**src/rtl/ringwr_pkg.sv**
```systemverilog
package ringwr_pkg;

    typedef enum logic [2:0] {
        REG_CTRL  = 3'd0,
        REG_START = 3'd1,
        REG_END   = 3'd2,
        REG_WPTR  = 3'd3,
        REG_RPTR  = 3'd4,
        REG_STAT  = 3'd5
    } reg_idx_e;

    typedef enum logic {
        M_IDLE,
        M_BURST
    } mst_state_e;

    localparam logic [2:0] CTI_INCR = 3'b010;
    localparam logic [2:0] CTI_LAST = 3'b111;
    localparam logic [2:0] CTI_NONE = 3'b000;

    typedef struct packed {
        logic en;
        logic ovf;
    } ctl_flags_t;

    // next position in the region [lo, hi): steps by one, returns to lo at hi
    function automatic logic [31:0] ring_next(logic [31:0] ptr, logic [31:0] lo, logic [31:0] hi);
        logic [31:0] p1;
        p1 = ptr + 32'd1;
        return (p1 == hi) ? lo : p1;
    endfunction

endpackage

```
**src/rtl/ringwr_fifo.sv**
```systemverilog
module ringwr_fifo #(
    parameter int DW    = 32,
    parameter int DEPTH = 8
) (
    input  logic                         clk,
    input  logic                         rst,
    input  logic                         push,
    input  logic [DW-1:0]                din,
    input  logic                         pop,
    output logic [DW-1:0]                dout,
    output logic                         full,
    output logic [$clog2(DEPTH+1)-1:0]   count
);
    localparam int PW = $clog2(DEPTH);
    localparam int CW = $clog2(DEPTH+1);

    logic [DW-1:0] store [DEPTH];
    logic [PW-1:0] wr_ix, rd_ix;

    assign full = (count == CW'(DEPTH));
    assign dout = store[rd_ix];

    always_ff @(posedge clk) begin
        if (rst) begin
            wr_ix <= '0;
            rd_ix <= '0;
            count <= '0;
        end else begin
            if (push) begin
                store[wr_ix] <= din;
                wr_ix        <= wr_ix + 1'b1;
            end
            if (pop) rd_ix <= rd_ix + 1'b1;
            if (push && !pop)      count <= count + 1'b1;
            else if (pop && !push) count <= count - 1'b1;
        end
    end
endmodule

```
**src/rtl/ringwr_regs.sv**
```systemverilog
module ringwr_regs
    import ringwr_pkg::*;
#(
    parameter int AW = 16,
    parameter int DW = 32
) (
    input  logic          clk,
    input  logic          rst,
    input  logic          sl_cyc,
    input  logic          sl_stb,
    input  logic          sl_we,
    input  logic [2:0]    sl_adr,
    input  logic [DW-1:0] sl_wdat,
    output logic [DW-1:0] sl_rdat,
    output logic          sl_ack,
    input  logic          adv,
    output ctl_flags_t    flags,
    output logic [AW-1:0] start_q,
    output logic [AW-1:0] end_q,
    output logic [AW-1:0] wptr_q,
    output logic [AW-1:0] rptr_q
);
    logic          acc;
    logic [AW-1:0] wnext;

    assign acc   = sl_cyc & sl_stb & ~sl_ack;
    assign wnext = AW'(ring_next(32'(wptr_q), 32'(start_q), 32'(end_q)));

    always_ff @(posedge clk) begin
        if (rst) begin
            sl_ack  <= 1'b0;
            sl_rdat <= '0;
            flags   <= '0;
            start_q <= '0;
            end_q   <= '0;
            wptr_q  <= '0;
            rptr_q  <= '0;
        end else begin
            sl_ack <= acc;
            if (adv) begin
                wptr_q <= wnext;
                if (wnext == rptr_q) flags.ovf <= 1'b1;
            end
            if (acc && sl_we) begin
                case (reg_idx_e'(sl_adr))
                    REG_CTRL: begin
                        flags.en <= sl_wdat[0];
                        if (sl_wdat[0] && !flags.en) begin
                            wptr_q <= start_q;
                            rptr_q <= start_q;
                        end
                    end
                    REG_START: start_q <= sl_wdat[AW-1:0];
                    REG_END:   end_q   <= sl_wdat[AW-1:0];
                    REG_RPTR:  rptr_q  <= sl_wdat[AW-1:0];
                    REG_STAT:  if (sl_wdat[0]) flags.ovf <= 1'b0;
                    default: ;
                endcase
            end
            if (acc && !sl_we) begin
                case (reg_idx_e'(sl_adr))
                    REG_CTRL:  sl_rdat <= DW'(flags.en);
                    REG_START: sl_rdat <= DW'(start_q);
                    REG_END:   sl_rdat <= DW'(end_q);
                    REG_WPTR:  sl_rdat <= DW'(wptr_q);
                    REG_RPTR:  sl_rdat <= DW'(rptr_q);
                    REG_STAT:  sl_rdat <= DW'(flags.ovf);
                    default:   sl_rdat <= '0;
                endcase
            end
        end
    end
endmodule

```
**src/rtl/ringwr_master.sv**
```systemverilog
module ringwr_master
    import ringwr_pkg::*;
#(
    parameter int AW    = 16,
    parameter int DW    = 32,
    parameter int BURST = 4,
    parameter int CW    = 4
) (
    input  logic          clk,
    input  logic          rst,
    input  ctl_flags_t    flags,
    input  logic [CW-1:0] fifo_cnt,
    input  logic [DW-1:0] fifo_dout,
    input  logic [AW-1:0] wptr,
    input  logic [AW-1:0] end_adr,
    output logic          beat_done,
    output logic          m_cyc,
    output logic          m_stb,
    output logic          m_we,
    output logic [AW-1:0] m_adr,
    output logic [DW-1:0] m_dat,
    output logic [2:0]    m_cti,
    input  logic          m_ack
);
    localparam int BW = $clog2(BURST+1);

    mst_state_e    state;
    logic [BW-1:0] left;
    logic [BW-1:0] blen;
    logic [AW-1:0] room;

    // a burst never runs past the last word of the region
    always_comb begin
        room = end_adr - wptr;
        if (room < AW'(BURST)) blen = BW'(room);
        else                   blen = BW'(BURST);
        if (blen == '0) blen = BW'(1);
    end

    assign m_cyc     = (state == M_BURST);
    assign m_stb     = m_cyc;
    assign m_we      = m_cyc;
    assign m_adr     = wptr;
    assign m_dat     = fifo_dout;
    assign m_cti     = !m_cyc ? CTI_NONE : ((left == BW'(1)) ? CTI_LAST : CTI_INCR);
    assign beat_done = m_cyc & m_ack;

    always_ff @(posedge clk) begin
        if (rst) begin
            state <= M_IDLE;
            left  <= '0;
        end else begin
            case (state)
                M_IDLE: begin
                    if (flags.en && !flags.ovf && fifo_cnt >= CW'(BURST)) begin
                        state <= M_BURST;
                        left  <= blen;
                    end
                end
                M_BURST: begin
                    if (m_ack) begin
                        left <= left - 1'b1;
                        if (left == BW'(1)) state <= M_IDLE;
                    end
                end
                default: state <= M_IDLE;
            endcase
        end
    end
endmodule

```
**src/rtl/ringwr_top.sv**
```systemverilog
module ringwr_top
    import ringwr_pkg::*;
#(
    parameter int AW    = 16,
    parameter int DW    = 32,
    parameter int BURST = 4,
    parameter int DEPTH = 8
) (
    input  logic          clk,
    input  logic          rst,
    input  logic          s_valid,
    input  logic [DW-1:0] s_data,
    output logic          s_ready,
    input  logic          sl_cyc,
    input  logic          sl_stb,
    input  logic          sl_we,
    input  logic [2:0]    sl_adr,
    input  logic [DW-1:0] sl_wdat,
    output logic [DW-1:0] sl_rdat,
    output logic          sl_ack,
    output logic          m_cyc,
    output logic          m_stb,
    output logic          m_we,
    output logic [AW-1:0] m_adr,
    output logic [DW-1:0] m_dat,
    output logic [2:0]    m_cti,
    input  logic          m_ack
);
    localparam int CW = $clog2(DEPTH+1);

    ctl_flags_t    flags;
    logic [AW-1:0] start_q, end_q, wptr_q, rptr_q;
    logic [CW-1:0] fifo_cnt;
    logic [DW-1:0] fifo_dout;
    logic          fifo_full;
    logic          beat_done;
    logic          push;

    assign s_ready = flags.en & ~flags.ovf & ~fifo_full;
    assign push    = s_valid & s_ready;

    ringwr_fifo #(.DW(DW), .DEPTH(DEPTH)) u_fifo (
        .clk(clk), .rst(rst), .push(push), .din(s_data), .pop(beat_done),
        .dout(fifo_dout), .full(fifo_full), .count(fifo_cnt)
    );

    ringwr_regs #(.AW(AW), .DW(DW)) u_regs (
        .clk(clk), .rst(rst), .sl_cyc(sl_cyc), .sl_stb(sl_stb), .sl_we(sl_we),
        .sl_adr(sl_adr), .sl_wdat(sl_wdat), .sl_rdat(sl_rdat), .sl_ack(sl_ack),
        .adv(beat_done), .flags(flags), .start_q(start_q), .end_q(end_q),
        .wptr_q(wptr_q), .rptr_q(rptr_q)
    );

    ringwr_master #(.AW(AW), .DW(DW), .BURST(BURST), .CW(CW)) u_master (
        .clk(clk), .rst(rst), .flags(flags), .fifo_cnt(fifo_cnt), .fifo_dout(fifo_dout),
        .wptr(wptr_q), .end_adr(end_q), .beat_done(beat_done),
        .m_cyc(m_cyc), .m_stb(m_stb), .m_we(m_we), .m_adr(m_adr), .m_dat(m_dat),
        .m_cti(m_cti), .m_ack(m_ack)
    );
endmodule

```
**config.mk**
```make
export PLATFORM = sky130hd
export DESIGN_NAME = ringwr_top
export DESIGN_NICKNAME = d
export VERILOG_FILES = /design/src/rtl/ringwr_pkg.sv /design/src/rtl/ringwr_fifo.sv /design/src/rtl/ringwr_regs.sv /design/src/rtl/ringwr_master.sv /design/src/rtl/ringwr_top.sv
export SDC_FILE = /design/constraint.sdc
export NUM_CORES = 1
export LEC_CHECK = 0
export BUFFER_PORTS_ARGS = -buffer_cell sky130_fd_sc_hd__buf_2
export CAP_MARGIN = 20
export CORE_MARGIN = 2
export CORE_UTILIZATION = 25
export CTS_CLUSTER_DIAMETER = 150
export DETAILED_ROUTE_END_ITERATION = 10
export PLACE_DENSITY_LB_ADDON = 0.12
export SETUP_SLACK_MARGIN = 0.1
export SYNTH_ARGS = -nofsm -noshare
export SYNTH_HDL_FRONTEND = slang
export SYNTH_HIERARCHICAL = 1
export SYNTH_SLANG_ARGS = --single-unit
export TNS_END_PERCENT = 30
```
**constraint.sdc**
```tcl
create_clock -name clk -period 4.6 [get_ports clk]
set_input_delay 0.92 -clock clk [delete_from_list [all_inputs] [get_ports clk]]
set_output_delay 0.92 -clock clk [all_outputs]
set_load 0.02 [all_outputs]
```
==> out/metrics.csv, run 1 <==
metric;value;unit
Fin. Hold Viols;0;
nets;1567;
Sink Count;356;
status;complete, no violations;
R2R depth;10;
#FFs+latches synth;356;
crit path cell chain;nand3_1 -> or4_4 -> a221o_1 -> a2111oi_4 -> nand4bb_1 -> nor2_1 -> nor2_1 -> nand3_1 -> o21ai_0 -> a211oi_1;
fmax;0.235;GHz
max incr delay on CP;0.73;ns
Psw;1.57;mW
CTS tree;built;
Critical Path Start Type;flip-flop;
first-pass GRT wire length;74.8;mm
DP Wirelength;33.5;mm
vias in the first global route;11300;
initial antenna violation count;10;
Post-Syn Instances;1381;
fin. max-slew vios;0;
final period utilization;92.4;%
Tmin final;4.25;ns
share of cells above drive strength 1;22.5;%
max_slew headroom;43.1;%
I/O Buffers;129;
Reg-to-Reg Start;u_regs/wptr_q[0]$_SDFF_PP0_;
Synth Flop Type;edfxtp_1;
Mapped Area;0.0173;mm2
Skew-Pair Late Insertion Delay;0.59;ns
Comb power frac;3.2;%
worst hold path depth;2;
DRC Markers;0;
drt total wl;50.5;mm
Post-synth EDFFs;256;
die extent in x;267;um
syn_area_per_cell;12.5;um2
num rows;96;
Clock Skew;0.0213;ns
slowest CP cell;nor2_1;
synth unique cells;81;
top-area cell type share of the netlist area;44.5;%
Worst EP required;5.09;ns
fin cells;2431;
postcts setup bufs;0;
drt initial violations;749;
area of placed instances;0.0187;mm2
Starting Density;25.2;%
commonest non-fill, non-tap cell in the layout;edfxtp_1;
kind of critical path;reg2reg;
Worst Hold Path EP;u_regs/sl_rdat[0]$_SDFFE_PP0P_;
Internal;5.52;mW
Worst Path Buf+Inv;0;
final instance area;0.0201;mm2
family with the most delay on the worst path;simple AND/OR/NAND/NOR gates;
Vias;11300;
IO Count;162;
Die Area;0.0713;mm2
H-tree Lvls;2;
clock slew at reported path FFs;0.06;ns
RD Place Congestion;0.803;
max_cap viols;0;
clk buf depth;3;
CP arrival;4.74;ns
GRT Total Usage;14.1;%
unrepaired setup endpoints after global routing;false;
synth top area cells;edfxtp_1, dfxtp_1, mux4_1, mux4_2, buf_4;
post-cts gate resize count;0;
sequential share of power;48.6;%
Yosys top cell by area;edfxtp_1;
post-route ant nets;0;
Hold WC Path Type;reg2reg;
sequential-to-total area share from yosys stat;56.0;%
Net Sw Frac;22.2;%
reg2reg end;u_regs/wptr_q[5]$_SDFF_PP0_;
Placed Cells incl. Taps;2354;
Post-synth ARST share;0;%
gr ovfl total;0;
peak supply drop;219;uV
final setup fails;0;
most frequent cells in the layout;edfxtp_1, nand2_1, buf_2, nor2_1, dfxtp_1;
Ys Warns;6;
synthesis-to-finish area growth;16.5;%
DRT Pass-1 Iters;6;
worst-margin pin slew;0.853;ns
clock network power share;48.2;%
vias per inst;4.63;
largest net degree at the start of global routing;65;
Leak;6.73;nW
drt wl/cell;20.8;um
Core Region;0.0686;mm2
Hold-fix buffers, CTS;0;
Reg2Reg Setup Slack;0.35;ns
TritonCTS buffer count;43;
Root Driver;clkbuf_16;
CP Capture Type;flip-flop;
crit-path max FO;12;
hold path startpoint;u_regs/sl_rdat[0]$_SDFFE_PP0P_;
die height;267;um
pwr/cell area;352;mW/mm2
-- metrics by stage --
step / worst slack, ns / total power, mW / utilization [%] / hold slack (ns) / TNS (ns)
after floorplan: -0.287 / 3.65 / - / 0.464 / -9.18
after global placement: 0.483 / 3.74 / 27.3 / 0.472 / 0
after detailed placement: 0.428 / 3.74 / 27.3 / 0.479 / 0
after CTS: 0.427 / 7.21 / 29.4 / 0.496 / 0
after global routing: 0.124 / 7.36 / 29.4 / 0.538 / 0
final: 0.349 / 7.10 / 29.4 / 0.498 / 0
-- worst register-to-register path, cell delays in order, from the launching register on --
cell and delay, ns:
dfxtp_1 0.50, nand3_1 0.34, or4_4 0.59, a221o_1 0.40, a2111oi_4 0.29, nand4bb_1 0.54, nor2_1 0.73, nor2_1 0.27
nand3_1 0.14, o21ai_0 0.11, a211oi_1 0.25
-- power by group through the flow --
| stage | combinational (mW) | sequential (mW) | clock, mW |
|---|---|---|---|
| finish | 0.228 | 3.45 | 3.42 |
| detailed placement | 0.229 | 3.51 | 0 |
| global placement | 0.226 | 3.51 | 0 |
| global route | 0.253 | 3.45 | 3.66 |
| CTS | 0.229 | 3.45 | 3.54 |
| floorplan | 0.135 | 3.51 | 0 |
-- worst max path at each step --
stage | start | end | slack [ns] | depth (start not counted)
final | u_regs/wptr_q[0]$_SDFF_PP0_ | u_regs/wptr_q[5]$_SDFF_PP0_ | 0.35 | 10
after detailed placement | u_regs/wptr_q[0]$_SDFF_PP0_ | u_regs/flags[0]$_SDFF_PP0_ | 0.43 | 11
after CTS | u_regs/wptr_q[0]$_SDFF_PP0_ | u_regs/flags[0]$_SDFF_PP0_ | 0.43 | 11
after global routing | u_regs/wptr_q[0]$_SDFF_PP0_ | u_regs/flags[0]$_SDFF_PP0_ | 0.12 | 11
after floorplan | s_valid | u_fifo/store[1][0]$_DFFE_PP_ | -0.29 | 3
after global placement | u_regs/wptr_q[0]$_SDFF_PP0_ | u_regs/flags[0]$_SDFF_PP0_ | 0.48 | 11
-- area by class of cell --
class,count,area [um2]
antenna,1,2.50
clock buffer,48,1090
clock inverter,28,324
fill,6996,48400
inverter,35,131
multi-input combinational,854,6700
sequential,356,9700
tap,931,1160
timing repair buffer,178,1040
-- cell usage after synthesis, drive strengths merged (3+ instances only) --
cell     instances
and2            11
nor4             7
a221o            3
a211oi          32
nor2b           11
o22ai           20
ha              23
mux2            46
a21o             4
or3              8
mux2i           22
buf            105
inv             35
nor3            13
or4             11
clkbuf          46
nand4b           3
edfxtp         256
xor2            19
mux4            65
o21ai           49
a21oi           70
and4             5
nand3           24
xnor2           15
a31oi            3
o211ai          14
nand4            9
nand2          135
a2111oi          3
dfxtp          100
a22oi           31
and3             7
nor2           114
nand2b          10
o21a             4
-- per-layer routing --
metal	global-route usage, %	routed length (um)
met1	18.4	22700
met2	23.0	23700
met3	3.16	2610
met4	4.83	1450
met5	0	98
-- sequential cells by signal (all words and copies together) (netlist names), 4 cells and up, named ones only --
| signal | cells |
|---|---|
| u_fifo/count | 4 |
| u_fifo/store | 256 |
| u_regs/end_q | 16 |
| u_regs/rptr_q | 16 |
| u_regs/sl_rdat | 16 |
| u_regs/start_q | 16 |
| u_regs/wptr_q | 16 |
-- cell families after synthesis --
| kind of cell | count (synthesis) | synth area share (%) |
|---|---|---|
| buffers and inverters | 186 | 5.99 |
| muxes | 133 | 13.6 |
| other | 1 | 0.0217 |
| AOI/OAI and AO/OA | 260 | 9.83 |
| adders and majority gates | 25 | 1.90 |
| xor gates and xnor gates | 36 | 1.98 |
| DFF | 356 | 56.0 |
| and+or+nand+nor | 384 | 10.6 |
Note: power is estimated with default switching activity, not from simulation.
==> run 2: changes to the inputs <==
--- a/config.mk
+++ b/config.mk
@@ -6,7 +6,9 @@
 export NUM_CORES = 1
 export LEC_CHECK = 0
 export BUFFER_PORTS_ARGS = -buffer_cell sky130_fd_sc_hd__buf_2
-export CAP_MARGIN = 20
+export CAP_MARGIN = 10
+export CELL_PAD_IN_SITES_DETAIL_PLACEMENT = 1
+export CELL_PAD_IN_SITES_GLOBAL_PLACEMENT = 2
 export CORE_MARGIN = 2
 export CORE_UTILIZATION = 25
 export CTS_CLUSTER_DIAMETER = 150
@@ -15,6 +17,5 @@
 export SETUP_SLACK_MARGIN = 0.1
 export SYNTH_ARGS = -nofsm -noshare
 export SYNTH_HDL_FRONTEND = slang
-export SYNTH_HIERARCHICAL = 1
 export SYNTH_SLANG_ARGS = --single-unit
 export TNS_END_PERCENT = 30
==> out/metrics.csv, run 2 <==
metric;value;unit;change
crit path cell chain;buf_4 -> ha_1 -> fa_1 -> nand2b_1 -> a21boi_0 -> o21ai_0 -> nand2_1 -> a31oi_1 -> xnor2_1 -> a2111oi_0 -> nand4_1 -> a2111oi_0 -> buf_4 -> and3_1 -> nor3_1;;was nand3_1 -> or4_4 -> a221o_1 -> a2111oi_4 -> nand4bb_1 -> nor2_1 -> nor2_1 -> nand3_1 -> o21ai_0 -> a211oi_1
#FFs+latches synth;356;;unchanged
Reg2Reg Setup Slack;0.59;ns;was 0.35 ns
Psw;1.57;mW;about the same
CTS tree;built;;unchanged
Net Sw Frac;22.6;%;was 22.2%
Final WS setup;0.589;ns;was 0.349 ns
Leak;6.55;nW;was 6.73 nW
crit-path max FO;6;;was 12
die height;258;um;was 267 um
drt wl/cell;22.5;um;was 20.8 um
nets;1452;;was 1567
fmax;0.249;GHz;was 0.235 GHz
DRC Markers;0;;unchanged
Placed Cells incl. Taps;2164;;was 2354
status;complete, no violations;;unchanged
Hold WC Path Type;reg2reg;;unchanged
Die Area;0.0668;mm2;was 0.0713 mm2
clk buf depth;3;;unchanged
top-area cell type share of the netlist area;47.5;%;was 44.5%
Comb power frac;3.6;%;was 3.2%
max incr delay on CP;0.63;ns;was 0.73 ns
reg2reg end;u_master.left[2]$_SDFFE_PP0P_;;was u_regs/wptr_q[5]$_SDFF_PP0_
fin. max-slew vios;0;;unchanged
Hold-fix buffers, CTS;0;;unchanged
sequential-to-total area share from yosys stat;59.9;%;was 56.0%
Mapped Area;0.0162;mm2;was 0.0173 mm2
Reg-to-Reg Start;u_regs.wptr_q[0]$_SDFF_PP0_;;was u_regs/wptr_q[0]$_SDFF_PP0_
DRT Pass-1 Iters;4;;was 6
Largest register FFs;256;;unchanged
fin cells;2241;;was 2431
Ys Warns;0;;was 6
synth top area cells;edfxtp_1, dfxtp_1, mux4_2, mux2i_1, nor2_1;;was edfxtp_1, dfxtp_1, mux4_1, mux4_2, buf_4
num rows;93;;was 96
Skew-Pair Late Insertion Delay;0.58;ns;was 0.59 ns
CP Capture Type;flip-flop;;unchanged
synth unique cells;67;;was 81
vias per inst;4.66;;was 4.63
Synth Flop Type;edfxtp_1;;unchanged
Post-synth ARST share;0;%;unchanged
GRT Total Usage;15.2;%;was 14.1%
pre-CTS setup slack;0.636;ns;was 0.428 ns
DP Wirelength;33.0;mm;was 33.5 mm
max_slew headroom;29.0;%;was 43.1%
Root Driver;clkbuf_16;;unchanged
IO Count;162;;unchanged
clock network power share;46.4;%;was 48.2%
postcts setup bufs;0;;unchanged
sequential share of power;49.9;%;was 48.6%
final setup fails;0;;unchanged
Vias;10400;;was 11300
Filler cells;6979;;was 6996
total power draw;6.92;mW;was 7.10 mW
final setup TNS;0;ns;unchanged
Multi-input gate area;0.00606;mm2;was 0.00670 mm2
Synth top cells by count;edfxtp_1, nor2_1, dfxtp_1;;was edfxtp_1, nand2_1, nor2_1
pwr/cell area;359;mW/mm2;was 352 mW/mm2
share of cells above drive strength 1;25.3;%;was 22.5%
largest net degree at the start of global routing;65;;unchanged
Sink Count;356;;unchanged
Worst Path Buf+Inv;2;;was 0
clock slew at reported path FFs;0.06;ns;about the same
post-cts gate resize count;0;;unchanged
RD Place Congestion;0.731;;was 0.803
die extent in x;258;um;was 267 um
Internal;5.35;mW;was 5.52 mW
area of placed instances;0.0179;mm2;was 0.0187 mm2
unrepaired setup endpoints after global routing;false;;unchanged
storage element area;0.00970;mm2;about the same
final hold slack;0.485;ns;was 0.498 ns
worst-margin pin slew;1.06;ns;was 0.853 ns
H-tree Lvls;2;;unchanged
drt initial violations;481;;was 749
syn_area_per_cell;13.3;um2;was 12.5 um2
Core Util, Final;30.0;%;was 29.4%
largest reg by FF count;u_fifo.store;;was u_fifo/store
count leader, synth;edfxtp_1;;unchanged
Post-synth EDFFs;256;;unchanged
most frequent cells in the layout;edfxtp_1, buf_2, nor2_1, dfxtp_1, nand2_1;;was edfxtp_1, nand2_1, buf_2, nor2_1, dfxtp_1
final instance area;0.0192;mm2;was 0.0201 mm2
Starting Density;25.2;%;about the same
Fin. Hold Viols;0;;unchanged
final period utilization;87.2;%;was 92.4%
slowest CP cell;a2111oi_0;;was nor2_1
max_cap viols;0;;unchanged
Yosys top cell by area;edfxtp_1;;unchanged
Critical Path Start Type;flip-flop;;unchanged
Worst EP required;5.04;ns;was 5.09 ns
post-route ant nets;0;;unchanged
worst hold path depth;2;;unchanged
commonest non-fill, non-tap cell in the layout;edfxtp_1;;unchanged
Post-Syn Instances;1216;;was 1381
synthesis-to-finish area growth;18.9;%;was 16.5%
kind of critical path;reg2reg;;unchanged
CP arrival;4.45;ns;was 4.74 ns
gr ovfl total;0;;unchanged
Clock Skew;0.0379;ns;was 0.0213 ns
drt total wl;50.5;mm;about the same
Core Region;0.0642;mm2;was 0.0686 mm2
hold path startpoint;u_fifo.rd_ix[1]$_SDFFE_PP0P_;;was u_regs/sl_rdat[0]$_SDFFE_PP0P_
Tmin final;4.01;ns;was 4.25 ns
vias in the first global route;11200;;was 11300
first-pass GRT wire length;75.8;mm;was 74.8 mm
family with the most delay on the worst path;compound AO/OA/AOI/OAI gates;;was simple AND/OR/NAND/NOR gates
initial antenna violation count;5;;was 10
R2R depth;15;;was 10
TritonCTS buffer count;42;;was 43
peak supply drop;190;uV;was 219 uV
I/O Buffers;129;;unchanged
run 2: logic make-up (layout without fill, tap and decap cells):
logic type      count (synthesis)  count (layout)  synth area share (%)
simple gates                  301             301                  8.62
xor+xnor                       54              54                  2.92
buf+inv                       121             275                  3.49
flops                         356             356                  59.9
other cells                     1              17                0.0232
fa+ha+maj                      25              25                  2.03
compound gates                205             205                  8.30
mux                           153             153                  14.8
run 2: area by class of cell:
type	count	area share [%]
Antenna cell	1	0.0130
Clock buffer	53	5.73
Clock inverter	23	1.11
Inverter	26	0.507
Multi-Input combinational cell	754	31.5
Sequential cell	356	50.4
Tap cell	855	5.56
Timing Repair Buffer	173	5.21
run 2: per-layer routing:
metal / part of all wire [%] / track usage (%)
met5: 0.044 / 0
met4: 1.7 / 3.61
met3: 3.9 / 2.47
met2: 49 / 25.7
met1: 45 / 20.2
run 2: how the worst max path moves through the flow:
stage                           startpoint                       endpoint  slack (ns)  cells past startpoint
2_1_floorplan                      s_valid   u_fifo.store[2][0]$_DFFE_PP_       -0.29                      4
6_report       u_regs.wptr_q[0]$_SDFF_PP0_  u_master.left[2]$_SDFFE_PP0P_        0.59                     15
3_3_place_gp   u_regs.wptr_q[1]$_SDFF_PP0_     u_regs.flags[0]$_SDFF_PP0_        0.70                     13
3_5_place_dp   u_regs.wptr_q[0]$_SDFF_PP0_  u_master.left[2]$_SDFFE_PP0P_        0.64                     15
4_1_cts        u_regs.wptr_q[0]$_SDFF_PP0_  u_master.left[2]$_SDFFE_PP0P_        0.58                     15
5_1_grt        u_regs.wptr_q[0]$_SDFF_PP0_  u_master.left[2]$_SDFFE_PP0P_        0.22                     15
run 2: worst min-delay path, cell delays in order (launching register included):
cell	delay [ns]
dfxtp_1	0.31
nand2_1	0.06
a21oi_1	0.07
run 2: power groups by stage:
stage,registers [mW],clock network [mW],logic (mW)
floorplan,3.53,0,0.128
global placement,3.52,0,0.252
detailed placement,3.52,0,0.257
CTS,3.46,3.33,0.258
global route,3.46,3.44,0.279
finish,3.46,3.21,0.252
==> run 3: changes to the inputs <==
--- a/config.mk
+++ b/config.mk
@@ -5,6 +5,7 @@
 export SDC_FILE = /design/constraint.sdc
 export NUM_CORES = 1
 export LEC_CHECK = 0
+export ABC_AREA = 1
 export BUFFER_PORTS_ARGS = -buffer_cell sky130_fd_sc_hd__buf_2
 export CAP_MARGIN = 10
 export CELL_PAD_IN_SITES_DETAIL_PLACEMENT = 1
==> constraint.sdc (replaced) <==
create_clock -name clk -period 4.6 [get_ports clk]
set_input_delay 0 -clock clk [delete_from_list [all_inputs] [get_ports clk]]
set_output_delay 0 -clock clk [all_outputs]
set_load 0.02 [all_outputs]
==> out/metrics.csv, run 3 <==
metric;value;unit;change
status;complete, no violations;;unchanged
peak supply drop;250;uV;was 190 uV
CTS tree;built;;unchanged
CP arrival;4.07;ns;was 4.45 ns
drt total wl;58.3;mm;was 50.5 mm
hold path startpoint;s_data[29];;was u_fifo.rd_ix[1]$_SDFFE_PP0P_
post-route ant nets;0;;unchanged
synth top area cells;edfxtp_1, dfxtp_1, o21ai_0, nor2_1, nand2_1;;was edfxtp_1, dfxtp_1, mux4_2, mux2i_1, nor2_1
syn_area_per_cell;9.35;um2;was 13.3 um2
final hold slack;0.223;ns;was 0.485 ns
vias in the first global route;13200;;was 11200
Skew-Pair Late Insertion Delay;0.60;ns;was 0.58 ns
Sink Count;356;;unchanged
clk buf depth;3;;unchanged
Die Area;0.0679;mm2;was 0.0668 mm2
crit path cell chain;ha_1 -> inv_1 -> nand2_1 -> nand2_1 -> nand2_1 -> nand2_1 -> nor2_1 -> nand2_1 -> nor2_1 -> nand3_2 -> nor2_8 -> nand3_4 -> nand2_1 -> nand2_1 -> nand2_1 -> nand2_1 -> nor2_1 -> nand3_1 -> nor2_1 -> nand2_1 -> a21oi_2;;was buf_4 -> ha_1 -> fa_1 -> nand2b_1 -> a21boi_0 -> o21ai_0 -> nand2_1 -> a31oi_1 -> xnor2_1 -> a2111oi_0 -> nand4_1 -> a2111oi_0 -> buf_4 -> and3_1 -> nor3_1
count leader, synth;nor2_1;;was edfxtp_1
Fin. Hold Viols;0;;unchanged
first-pass GRT wire length;86.5;mm;was 75.8 mm
crit-path max FO;19;;was 6
Post-Syn Instances;1760;;was 1216
synth unique cells;47;;was 67
final setup fails;0;;unchanged
synthesis-to-finish area growth;21.5;%;was 18.9%
most frequent cells in the layout;nor2_1, nand2_1, edfxtp_1, o21ai_0, buf_2;;was edfxtp_1, buf_2, nor2_1, dfxtp_1, nand2_1
#FFs+latches synth;356;;unchanged
# diodes;0;;was 1
Tmin final;3.55;ns;was 4.01 ns
drt initial violations;874;;was 481
Hold WC Path Type;in2reg;;was reg2reg
fmax;0.282;GHz;was 0.249 GHz
Worst Hold Path EP;u_fifo.store[4][29]$_DFFE_PP_;;
die extent in x;261;um;was 258 um
vias per inst;4.69;;was 4.66
Clock Skew;0.0406;ns;was 0.0379 ns
max_cap viols;0;;unchanged
unrepaired setup endpoints after global routing;false;;unchanged
clock slew at reported path FFs;0.06;ns;about the same
Reg2Reg Setup Slack;1.05;ns;was 0.59 ns
DRT Pass-1 Iters;5;;was 4
worst-margin pin slew;1.18;ns;was 1.06 ns
final period utilization;77.1;%;was 87.2%
CP most frequent cell;nand2_1;;
I/O Buffers;129;;unchanged
Placed Cells incl. Taps;2693;;was 2164
max incr delay on CP;0.51;ns;was 0.63 ns
sequential-to-total area share from yosys stat;58.9;%;was 59.9%
Core Util, Final;30.6;%;was 30.0%
R2R depth;21;;was 15
worst hold path depth;2;;unchanged
Ys Warns;0;;unchanged
Post-synth ARST share;0;%;unchanged
RD Place Congestion;0.768;;was 0.731
Worst EP required;5.12;ns;was 5.04 ns
die height;261;um;was 258 um
fin cells;2831;;was 2241
Synth Flop Type;edfxtp_1;;unchanged
slowest CP cell;dfxtp_1;;was a2111oi_0
drt wl/cell;20.6;um;was 22.5 um
Leak;7.36;nW;was 6.55 nW
commonest non-fill, non-tap cell in the layout;nor2_1;;was edfxtp_1
area of placed instances;0.0180;mm2;was 0.0179 mm2
nets;2033;;was 1452
Yosys top cell by area;edfxtp_1;;unchanged
share of cells above drive strength 1;13.6;%;was 25.3%
DP Wirelength;37.1;mm;was 33.0 mm
pwr/cell area;352;mW/mm2;was 359 mW/mm2
GRT Total Usage;17.0;%;was 15.2%
fin. max-slew vios;0;;unchanged
IO Count;162;;unchanged
Critical Path Start Type;flip-flop;;unchanged
H-tree Lvls;2;;unchanged
TritonCTS buffer count;43;;was 42
Root Driver;clkbuf_16;;unchanged
largest net degree at the start of global routing;81;;was 65
final instance area;0.0200;mm2;was 0.0192 mm2
kind of critical path;reg2reg;;unchanged
gr ovfl total;0;;unchanged
Starting Density;25.2;%;about the same
Synth top cells by count;nor2_1, nand2_1, edfxtp_1;;was edfxtp_1, nor2_1, dfxtp_1
Post-synth EDFFs;256;;unchanged
initial antenna violation count;1;;was 5
DRC Markers;0;;unchanged
Worst Path Buf+Inv;1;;was 2
num rows;94;;was 93
max_slew headroom;21.0;%;was 29.0%
reg2reg end;u_regs.flags[0]$_SDFF_PP0_;;was u_master.left[2]$_SDFFE_PP0P_
largest reg by FF count;u_fifo.store;;unchanged
final setup TNS;0;ns;unchanged
Core Region;0.0654;mm2;was 0.0642 mm2
CP Capture Type;flip-flop;;unchanged
Vias;13300;;was 10400
Reg-to-Reg Start;u_regs.wptr_q[1]$_SDFF_PP0_;;was u_regs.wptr_q[0]$_SDFF_PP0_
Mapped Area;0.0164;mm2;was 0.0162 mm2
family with the most delay on the worst path;simple AND/OR/NAND/NOR gates;;was compound AO/OA/AOI/OAI gates
top-area cell type share of the netlist area;46.7;%;was 47.5%
Largest register FFs;256;;unchanged
-- run 3: changes by cell type in the layout (fill, tap and decap cells not counted), moves of 34 or more --
cell           previous run  this run
o21ai_0                  53       232
nand2_1                  86       258
nor2_1                  107       272
inv_1                    26       123
mux4_2                   65         0
dlygate4sd3_1             0        60
a31oi_1                   5        63
mux2i_1                  54         0
nand3_1                  19        73
o22ai_1                   4        57
mux2_2                   34         0
-- run 3: report_power, final --
group | internal (mW) | switching, mW | total (mW)
Sequential | 3.44 | 0.00986 | 3.45
Clock | 1.88 | 1.39 | 3.27
Combinational | 0.112 | 0.213 | 0.326
Total | 5.43 | 1.62 | 7.04
-- run 3: kinds of logic (layout without fill, tap and decap cells) --
group | count (synthesis) | in the layout | share of synthesized area (%)
XOR/XNOR | 18 | 18 | 0.958
flip-flops | 356 | 356 | 58.9
adder cells (fa/ha/maj) | 25 | 25 | 1.99
AO/OA/AOI/OAI | 445 | 445 | 14.7
buffers and inverters | 240 | 432 | 6.02
AND/OR/NAND/NOR | 675 | 675 | 17.4
other | 1 | 16 | 0.0228
-- run 3: cell type report --
type	count	area, um2
Fill cell	7559	45400
Tap cell	864	1080
Timing Repair Buffer	221	1490
Inverter	133	502
Multi-Input combinational cell	1179	5880
Clock inverter	14	135
Sequential cell	356	9690
Clock buffer	64	1200
-- run 3: routing by layer --
layer | share of wire (%) | global-route usage (%) | wire length (um) | vias up
met4 | 1.5 | 3.60 | 894 | 2
met3 | 3.6 | 2.49 | 2100 | 54
li1 | - | - | - | 6448
met1 | 49 | 24.5 | 28800 | 6557
met2 | 46 | 27.1 | 26600 | 209
met5 | 0.021 | 0 | 12 | -
-- run 3: worst max path at each step --
stage	from	endpoint	slack, ns	cells past startpoint
after floorplan	u_regs.flags[1]$_SDFFE_PP0P_	u_fifo.store[1][0]$_DFFE_PP_	0.82	8
after global placement	u_regs.wptr_q[1]$_SDFF_PP0_	u_regs.flags[0]$_SDFF_PP0_	1.02	21
after detailed placement	u_regs.wptr_q[1]$_SDFF_PP0_	u_regs.flags[0]$_SDFF_PP0_	0.99	21
after CTS	u_regs.wptr_q[1]$_SDFF_PP0_	u_regs.flags[0]$_SDFF_PP0_	0.97	21
after global routing	u_regs.wptr_q[0]$_SDFF_PP0_	u_regs.flags[0]$_SDFF_PP0_	0.64	21
final	u_regs.wptr_q[1]$_SDFF_PP0_	u_regs.flags[0]$_SDFF_PP0_	1.05	21
-- run 3: timing repair --
| action | CTS | global route |
|---|---|---|
| setup buffers | 0 | 0 |
| resized for setup | 0 | 0 |
| hold buffers | 60 | 0 |
| endpoints found under the hold margin | 330 | 0 |
-- run 3: per-stage QoR --
step,setup slack (ns),power [mW]
finish,1.05,7.04
global placement,1.02,3.80
CTS,0.972,7.17
floorplan,0.823,3.68
detailed placement,0.991,3.80
global route,0.640,7.32
